**config.mk**
```make
export PLATFORM = sky130hd
export DESIGN_NAME = txfc_update_gen
export DESIGN_NICKNAME = d
export VERILOG_FILES = /design/src/rtl/txfc_pkg.sv /design/src/rtl/txfc_cfg_regs.sv /design/src/rtl/txfc_trigger.sv /design/src/rtl/txfc_seq_track.sv /design/src/rtl/txfc_update_gen.sv
export SDC_FILE = /design/constraint.sdc
export NUM_CORES = 1
export LEC_CHECK = 0
export ABC_AREA = 0
export BUFFER_PORTS_ARGS = -buffer_cell sky130_fd_sc_hd__buf_2
export CAP_MARGIN = 20
export CORE_MARGIN = 2
export CORE_UTILIZATION = 45
export DETAILED_ROUTE_END_ITERATION = 6
export PLACE_DENSITY = 0.64
export REMOVE_ABC_BUFFERS = 1
export SLEW_MARGIN = 10
export SYNTH_ARGS = -nofsm -noshare
export SYNTH_HDL_FRONTEND = slang
export SYNTH_SLANG_ARGS = --single-unit
```
**constraint.sdc**
```tcl
create_clock -name clk -period 6.3 [get_ports clk]
set_input_delay 1.26 -clock clk [delete_from_list [all_inputs] [get_ports clk]]
set_output_delay 1.26 -clock clk [all_outputs]
set_load 0.05 [all_outputs]
```
**src/rtl/txfc_pkg.sv**
```systemverilog
package txfc_pkg;
    localparam int unsigned WORD_W = 32;
    localparam int unsigned CNT_W  = WORD_W - 1;
    localparam int unsigned N_TRIG = 2;
    localparam int unsigned TRIG_CYC = 0;
    localparam int unsigned TRIG_PKT = 1;

    localparam int unsigned ADR_CLEAR = 1;
    localparam int unsigned ADR_SID   = 2;
    localparam int unsigned ADR_CYC   = 4;
    localparam int unsigned ADR_PKT   = 5;

    typedef struct packed {
        logic             en;
        logic [CNT_W-1:0] limit;
    } trig_cfg_t;

    typedef struct packed {
        logic [WORD_W-1:0] sid;
        logic [WORD_W-1:0] seq;
    } status_word_t;

    function automatic trig_cfg_t to_trig_cfg(input logic [WORD_W-1:0] w);
        trig_cfg_t c;
        c.en    = w[WORD_W-1];
        c.limit = w[CNT_W-1:0];
        return c;
    endfunction
endpackage

```
**src/rtl/txfc_cfg_regs.sv**
```systemverilog
module txfc_cfg_regs
    import txfc_pkg::*;
#(
    parameter int unsigned CFG_AW = 3
) (
    input  logic              clk,
    input  logic              rst,
    input  logic              we,
    input  logic [CFG_AW-1:0] addr,
    input  logic [WORD_W-1:0] wdata,
    output logic              clr,
    output logic [WORD_W-1:0] sid,
    output trig_cfg_t         trig [N_TRIG]
);
    localparam logic [CFG_AW-1:0] A_CLR = CFG_AW'(ADR_CLEAR);
    localparam logic [CFG_AW-1:0] A_SID = CFG_AW'(ADR_SID);
    localparam logic [CFG_AW-1:0] A_CYC = CFG_AW'(ADR_CYC);
    localparam logic [CFG_AW-1:0] A_PKT = CFG_AW'(ADR_PKT);

    assign clr = we && (addr == A_CLR);

    always_ff @(posedge clk) begin
        if (rst) begin
            sid <= '0;
        end else if (we && addr == A_SID) begin
            sid <= wdata;
        end
    end

    for (genvar g = 0; g < N_TRIG; g++) begin : g_trig_reg
        localparam logic [CFG_AW-1:0] MY_ADR = (g == TRIG_CYC) ? A_CYC : A_PKT;
        always_ff @(posedge clk) begin
            if (rst) begin
                trig[g] <= '0;
            end else if (we && addr == MY_ADR) begin
                trig[g] <= to_trig_cfg(wdata);
            end
        end
    end
endmodule

```
**src/rtl/txfc_trigger.sv**
```systemverilog
module txfc_trigger
    import txfc_pkg::*;
(
    input  logic      clk,
    input  logic      rst,
    input  logic      clr,
    input  trig_cfg_t cfg,
    input  logic      tick,
    input  logic      restart,
    output logic      fire
);
    logic [CNT_W-1:0] cnt;
    logic [CNT_W:0]   cnt_inc;

    assign cnt_inc = {1'b0, cnt} + 1'b1;
    assign fire = cfg.en && (cfg.limit != '0) && tick && (cnt_inc >= {1'b0, cfg.limit});

    always_ff @(posedge clk) begin
        if (rst || clr || restart) begin
            cnt <= '0;
        end else if (cfg.en && tick) begin
            cnt <= cnt_inc[CNT_W-1:0];
        end
    end
endmodule

```
**src/rtl/txfc_seq_track.sv**
```systemverilog
module txfc_seq_track
    import txfc_pkg::*;
(
    input  logic              clk,
    input  logic              rst,
    input  logic              clr,
    input  logic              consume,
    output logic [WORD_W-1:0] last_seq
);
    always_ff @(posedge clk) begin
        if (rst || clr) begin
            last_seq <= '1;
        end else if (consume) begin
            last_seq <= last_seq + 1'b1;
        end
    end
endmodule

```
**src/rtl/txfc_update_gen.sv**
```systemverilog
module txfc_update_gen
    import txfc_pkg::*;
#(
    parameter int unsigned CFG_AW = 3
) (
    input  logic              clk,
    input  logic              rst,
    input  logic              cfg_we,
    input  logic [CFG_AW-1:0] cfg_addr,
    input  logic [31:0]       cfg_wdata,
    input  logic              consume,
    output logic              st_valid,
    input  logic              st_ready,
    output logic [63:0]       st_data
);
    logic              clr;
    logic [WORD_W-1:0] sid;
    logic [WORD_W-1:0] last_seq;
    trig_cfg_t         trig_cfg [N_TRIG];
    logic [N_TRIG-1:0] trig_fire;
    logic [N_TRIG-1:0] trig_tick;
    logic [N_TRIG-1:0] trig_en;
    logic              fire_any;
    logic              pending;
    status_word_t      word;

    txfc_cfg_regs #(.CFG_AW(CFG_AW)) u_cfg (
        .clk   (clk),
        .rst   (rst),
        .we    (cfg_we),
        .addr  (cfg_addr),
        .wdata (cfg_wdata),
        .clr   (clr),
        .sid   (sid),
        .trig  (trig_cfg)
    );

    txfc_seq_track u_seq (
        .clk      (clk),
        .rst      (rst),
        .clr      (clr),
        .consume  (consume),
        .last_seq (last_seq)
    );

    assign trig_tick[TRIG_CYC] = 1'b1;
    assign trig_tick[TRIG_PKT] = consume;
    assign fire_any = |trig_fire;

    for (genvar g = 0; g < N_TRIG; g++) begin : g_trig
        assign trig_en[g] = trig_cfg[g].en;
        txfc_trigger u_trig (
            .clk     (clk),
            .rst     (rst),
            .clr     (clr),
            .cfg     (trig_cfg[g]),
            .tick    (trig_tick[g]),
            .restart (fire_any),
            .fire    (trig_fire[g])
        );
    end

    always_ff @(posedge clk) begin
        if (rst || clr) begin
            pending <= 1'b0;
        end else if (fire_any) begin
            pending <= 1'b1;
        end else if (st_ready) begin
            pending <= 1'b0;
        end
    end

    assign word.sid = sid;
    assign word.seq = last_seq;
    assign st_valid = pending;
    assign st_data  = word;
endmodule

```
---- Word level (Yosys, flattened, before mapping) ----
Index checks and enable logic that the tools add are counted.
word-level totals
  register bits ........................... 191
  input port bits ......................... 40
  output and inout port bits .............. 65
  word-level logic and storage cells ...... 36
operators by class
  add/subtract/negate cells ............... 3
  $lt $le $gt $ge ......................... 2
  eq/ne operators ......................... 4
  muxes and demuxes ....................... 2
  reductions and logical operators ........ 16
operator list
  kind                                           number
  adder 31 x 1 -> 32 bit, second input constant  2
  >= comparator 32 x 31 -> 1 bit                 2
  nonzero test 31 bit                            2
  adder 32 x 1 -> 32 bit, second input constant  1
  logical AND 1 bit                              10
  == test 3 bit, second input constant           2
  == test 3 x 1 -> 1 bit, second input constant  1
  == test 3 x 2 -> 1 bit, second input constant  1
  logical OR 1 bit                               2
  two-way mux 1 bit                              2
  nonzero test 2 bit                             1
  OR reduction 2 bit                             1

---- Logic depth before layout (Yosys ltp) ----
  depth after elaboration ................. 6
  mapped depth ............................ 15
  gate-level depth less buffers ........... 14

---- Modules after synthesis ----
Synthesis repeated with hierarchy kept, for this count alone.
second synthesis, totals
  cells, all modules ...................... 1,252
  area, all modules ....................... 11,029.3 um^2
modules (own cells, without submodules)
  module                            instances  cells each  area an instance (um^2)  seq. area each (um^2)
  txfc_cfg_regs                     1          351         3,926.3                  1,921.8
  txfc_trigger at g_trig[1].u_trig  1          359         2,753.9                  620.6
  txfc_trigger at g_trig[0].u_trig  1          356         2,736.4                  620.6
  txfc_seq_track                    1          180         1,562.7                  640.6
  txfc_update_gen                   1          6           50.0                     20.0

---- Worst setup path after synthesis ----
Ideal clock, no wire load.
  path type ............................... register to register
  start point ............................. register g_trig[0].u_trig.cnt[3]
  end point ............................... register g_trig[0].u_trig.cnt[20]
  library setup time ...................... 0.135 ns
  arrival ................................. 3.606 ns
  data required time ...................... 6.165 ns
  setup slack ............................. 2.559 ns
  stages on the path, launching flop included .. 15
  path buffers ............................ 2
  clock period less this slack ............ 3.741 ns
  cell sequence ........................... dfxtp_1 buf_2 nand3_4 or4_4 nor4_4 nand3_1 xnor2_1 ha_1 nand3_1 or4_1 nor4_1 o31ai_1 a31oi_4 buf_6 nor4_1
on the way
  word-level cells in the longest chain between the ends .. 5
RTL lines
  what                              line                   RTL
  from (decl)                       txfc_trigger.sv:12     logic [CNT_W-1:0] cnt;
  from (signal assigned)            txfc_trigger.sv:22     cnt <= cnt_inc[CNT_W-1:0];
  adder 31 x 1 -> 32 bit            txfc_trigger.sv:15     assign cnt_inc = {1'b0, cnt} + 1'b1;
  via g_trig[0].u_trig.cnt_inc[29]  txfc_trigger.sv:13     logic [CNT_W:0] cnt_inc;
  >= comparator 32 x 31 -> 1 bit    txfc_trigger.sv:16     assign fire = cfg.en && (cfg.limit != '0) && tick && (cnt_inc >= {1'b0, cfg.limit});
  logical AND 1 bit                 txfc_trigger.sv:16
  OR reduction 2 bit                txfc_update_gen.sv:48  assign fire_any = |trig_fire;
  logical OR 1 bit                  txfc_trigger.sv:19     if (rst || clr || restart) begin
The timed path passes the listed nets, and every way through them passes these cells.
A chain may end at the register's enable or synchronous reset.

---- Worst setup path after layout ----
  start point ............................. register g_trig[0].u_trig.cnt[0]
  end point ............................... register g_trig[1].u_trig.cnt[1]
on the way
  word-level cells in the longest chain between the ends .. 5
RTL lines
  what                              line
  adder 31 x 1 -> 32 bit            txfc_trigger.sv:15
  via g_trig[0].u_trig.cnt_inc[28]  txfc_trigger.sv:13
  >= comparator 32 x 31 -> 1 bit    txfc_trigger.sv:16
  logical AND 1 bit                 txfc_trigger.sv:16
  OR reduction 2 bit                txfc_update_gen.sv:48
  logical OR 1 bit                  txfc_trigger.sv:19
  to (signal assigned)              txfc_trigger.sv:22
  to (decl)                         txfc_trigger.sv:12
The timed path passes the listed nets, and every way through them passes these cells.

==> impl_metrics.sql <==
INSERT INTO impl_metrics (metric_group, metric, value, unit) VALUES
('critical_path', 'worstSetupEndpointType', 'flop', ''),
('sta', 'period_minus_slack', '4743', 'ps'),
('global_route', 'grt_pass1_vias', '8459', ''),
('global_route', 'grt_antenna_before_repair', '0', ''),
('final_layout', 'stdcell_area', '11560', 'um^2'),
('sta', 'final_critical_path_setup_slack', '1557', 'ps'),
('place', 'placed_cells', '1623', ''),
('yosys', 'synth.ff_latch_count', '191', ''),
('yosys', 'synth_top_cell_by_area', 'dfxtp_1', ''),
('clocking', 'cts.root.buffer_cell', 'clkbuf_16', ''),
('pwr', 'max-vdd-ir-drop', '0.2095', 'mV'),
('yosys', 'area_share_of_the_largest_cell_type_after_synthesis', '0.3722', ''),
('critical_path', 'cp_max_fo', '52', ''),
('pwr', 'p_leak', '4.382', 'nW'),
('route', 'drt_pass_1_iters', '5', ''),
('global_route', 'grt_first_pass_wirelength', '44710', 'um'),
('clocking', 'clkSlewWorstSetupHoldPaths', '90', 'ps'),
('global_route', 'grt_start_max_net_pins', '64', ''),
('global_route', 'overflow', '0', ''),
('yosys', 'synth_async_sr_flop_share', '0', ''),
('clocking', 'postCtsSetupRepairBufs', '0', ''),
('sta', 'finalCritPeriodShare', '0.7528', ''),
('sta', 'timing_hold_violations_final', '0', ''),
('route', 'dr_total_vias', '9136', ''),
('route', 'detail-route-antenna-nets', '0', ''),
('floorplan', 'start_util', '0.4565', ''),
('place', 'routabilityCongestion', '0.8551', ''),
('final_layout', 'areaGrowthSynthToFinish', '12.56', '%'),
('final_layout', 'diodes', '0', ''),
('critical_path', 'worst_ep_required_time', '6590', 'ps'),
('pwr', 'power_per_cell_area', '257.1', 'nW/um^2'),
('route', 'drcViolationCount', '0', ''),
('route', 'wirelength', '27520', 'um'),
('sta', 'tightest_slew', '980.0', 'ps'),
('floorplan', 'die-area', '24050', 'um^2'),
('critical_path', 'cp.arrival', '5030', 'ps'),
('run_status', 'result_of_the_run', 'finished clean', ''),
('clocking', 'holdBufCountCts', '0', ''),
('route', 'initialDrtViolationCount', '571', ''),
('final_layout', 'layout.cells.most_common_list', 'nand2_1, dfxtp_1, a21oi_1', ''),
('yosys', 'synthCells', '1301', ''),
('place', 'post-dp-hpwl', '19480', 'um'),
('yosys', 'netlist_area', '10270', 'um^2'),
('final_layout', 'final_nets', '1462', ''),
('final_layout', 'most_common_cell_after_layout_fill_and_taps_aside', 'nand2_1', ''),
('sta', 'slew_headroom', '0.3375', ''),
('final_layout', 'final.fill_count', '2193', ''),
('sta', 'totalNegativeSetupSlack', '0', 'ps'),
('clocking', 'cts_buffer_depth', '2', ''),
('final_layout', 'drive_gt1_frac', '0.1197', ''),
('sta', 'finalMaxSlewViolations', '0', ''),
('clocking', 'h-tree-depth', '4', ''),
('sta', 'final_worst_clock_skew', '16.58', 'ps'),
('final_layout', 'ff_latch_area', '3824', 'um^2'),
('yosys', 'ys_seq_area_frac', '0.3722', ''),
('yosys', 'syn_avg_cell_area', '7.897', 'um^2'),
('min_path', 'worstHoldPathType', 'flop to flop', ''),
('floorplan', 'num_io_pins', '105', ''),
('min_path', 'holdPathStages', '2', ''),
('sta', 'maxClockFrequency', '210.8', 'MHz'),
('critical_path', 'worstRegToRegCells', '14', ''),
('yosys', 'synthFlopType', 'dfxtp_1', ''),
('place', 'port-buffer-count', '104', ''),
('clocking', 'numCtsBuffers', '17', ''),
('final_layout', 'final_core_util', '0.5139', ''),
('run', 'drv_cap', '0', ''),
('yosys', 'netlist-cell-type-count', '50', ''),
('clocking', 'cts_resized', '0', ''),
('floorplan', 'dieHeight', '155.1', 'um'),
('critical_path', 'crit_path_start_kind', 'flop', ''),
('yosys', 'yosys-top-cells-area', 'dfxtp_1, nand2_1, ha_1, xnor2_1, xor2_1', '');
==> cells in the mapped netlist, drive strengths merged, types with 3 or more instances <==
library cell,n
and4,9
ha,65
clkbuf,55
nor2,46
nand4,41
buf,24
or2,3
and2,5
inv,72
xnor2,71
nand3,61
nor4,82
nor3,22
a21o,6
o21a,3
xor2,71
nand2b,3
nor2b,3
o21ai,16
and3,14
nand2,286
a21oi,119
or3,8
dfxtp,191
==> sequential cells by signal (all words and copies together), names as in the netlist <==
register / flops
u_cfg.trig: 64
st_valid: 1
g_trig.u_trig.cnt: 62
u_seq.last_seq: 32
u_cfg.sid: 32
==> cell type report <==
type | count | share of cell area
clock buffer | 17 | 0.03679
clock inverter | 15 | 0.01775
inverter | 72 | 0.02337
multi-input combinational | 959 | 0.5076
sequential | 191 | 0.3307
tap | 285 | 0.03084
timing repair buffer | 116 | 0.05302
==> stage by stage <==
stage	power [mW]	hold WS (ps)
final	2.973	453.6
after global routing	3.103	476.4
after CTS	2.996	455.7
after detailed placement	1.876	443.2
after global placement	1.873	438.4
after floorplan	1.721	438.7
==> where the power goes <==
group / internal [mW] / switching [mW] / total (mW)
sequential: 1.26 / 0.0567 / 1.32
combinational: 0.162 / 0.369 / 0.531
clock: 0.548 / 0.577 / 1.12
total: 1.97 / 1.00 / 2.97
==> worst max-delay path, cell delays in order, from the launching register on <==
cell	delay, ps
dfxtp_1	440
ha_1	310
nand3_1	170
nor3_2	460
nand3_1	240
nor3_1	280
xor2_1	100
ha_1	280
nand3_1	90
or4_1	580
nor4_1	320
o31ai_1	160
a31oi_4	400
buf_4	600
a2111oi_0	120
==> path summary, 6_finish.rpt <==
check / start / to / slack, ps
worst min register to register: u_cfg.sid[24]$_SDFFE_PP0P_ / u_cfg.sid[24]$_SDFFE_PP0P_ / 450
worst max-delay path: g_trig[0].u_trig.cnt[0]$_SDFFE_PP0P_ / g_trig[1].u_trig.cnt[1]$_SDFFE_PP0P_ / 1560
worst min-delay path: u_cfg.sid[24]$_SDFFE_PP0P_ / u_cfg.sid[24]$_SDFFE_PP0P_ / 450
worst max register to register: g_trig[0].u_trig.cnt[0]$_SDFFE_PP0P_ / g_trig[1].u_trig.cnt[1]$_SDFFE_PP0P_ / 1560
==> logic make-up (layout without fill, tap and decap cells) <==
family,after synthesis,after routing,share of synthesized area
buffers and inverters,151,220,0.06199
DFF,191,191,0.3722
xor gates and xnor gates,142,142,0.1211
adders and majority gates,65,65,0.07916
AOI/OAI and AO/OA,161,161,0.08769
muxes,2,2,0.001949
and+or+nand+nor,589,589,0.2760
==> metal layers <==
metal	GRT usage	wire length, um
met5	0	0
met4	0.04762	199
met3	0.04819	1761
met2	0.3589	12090
met1	0.3325	13470
(Power assumes the default switching activity.)
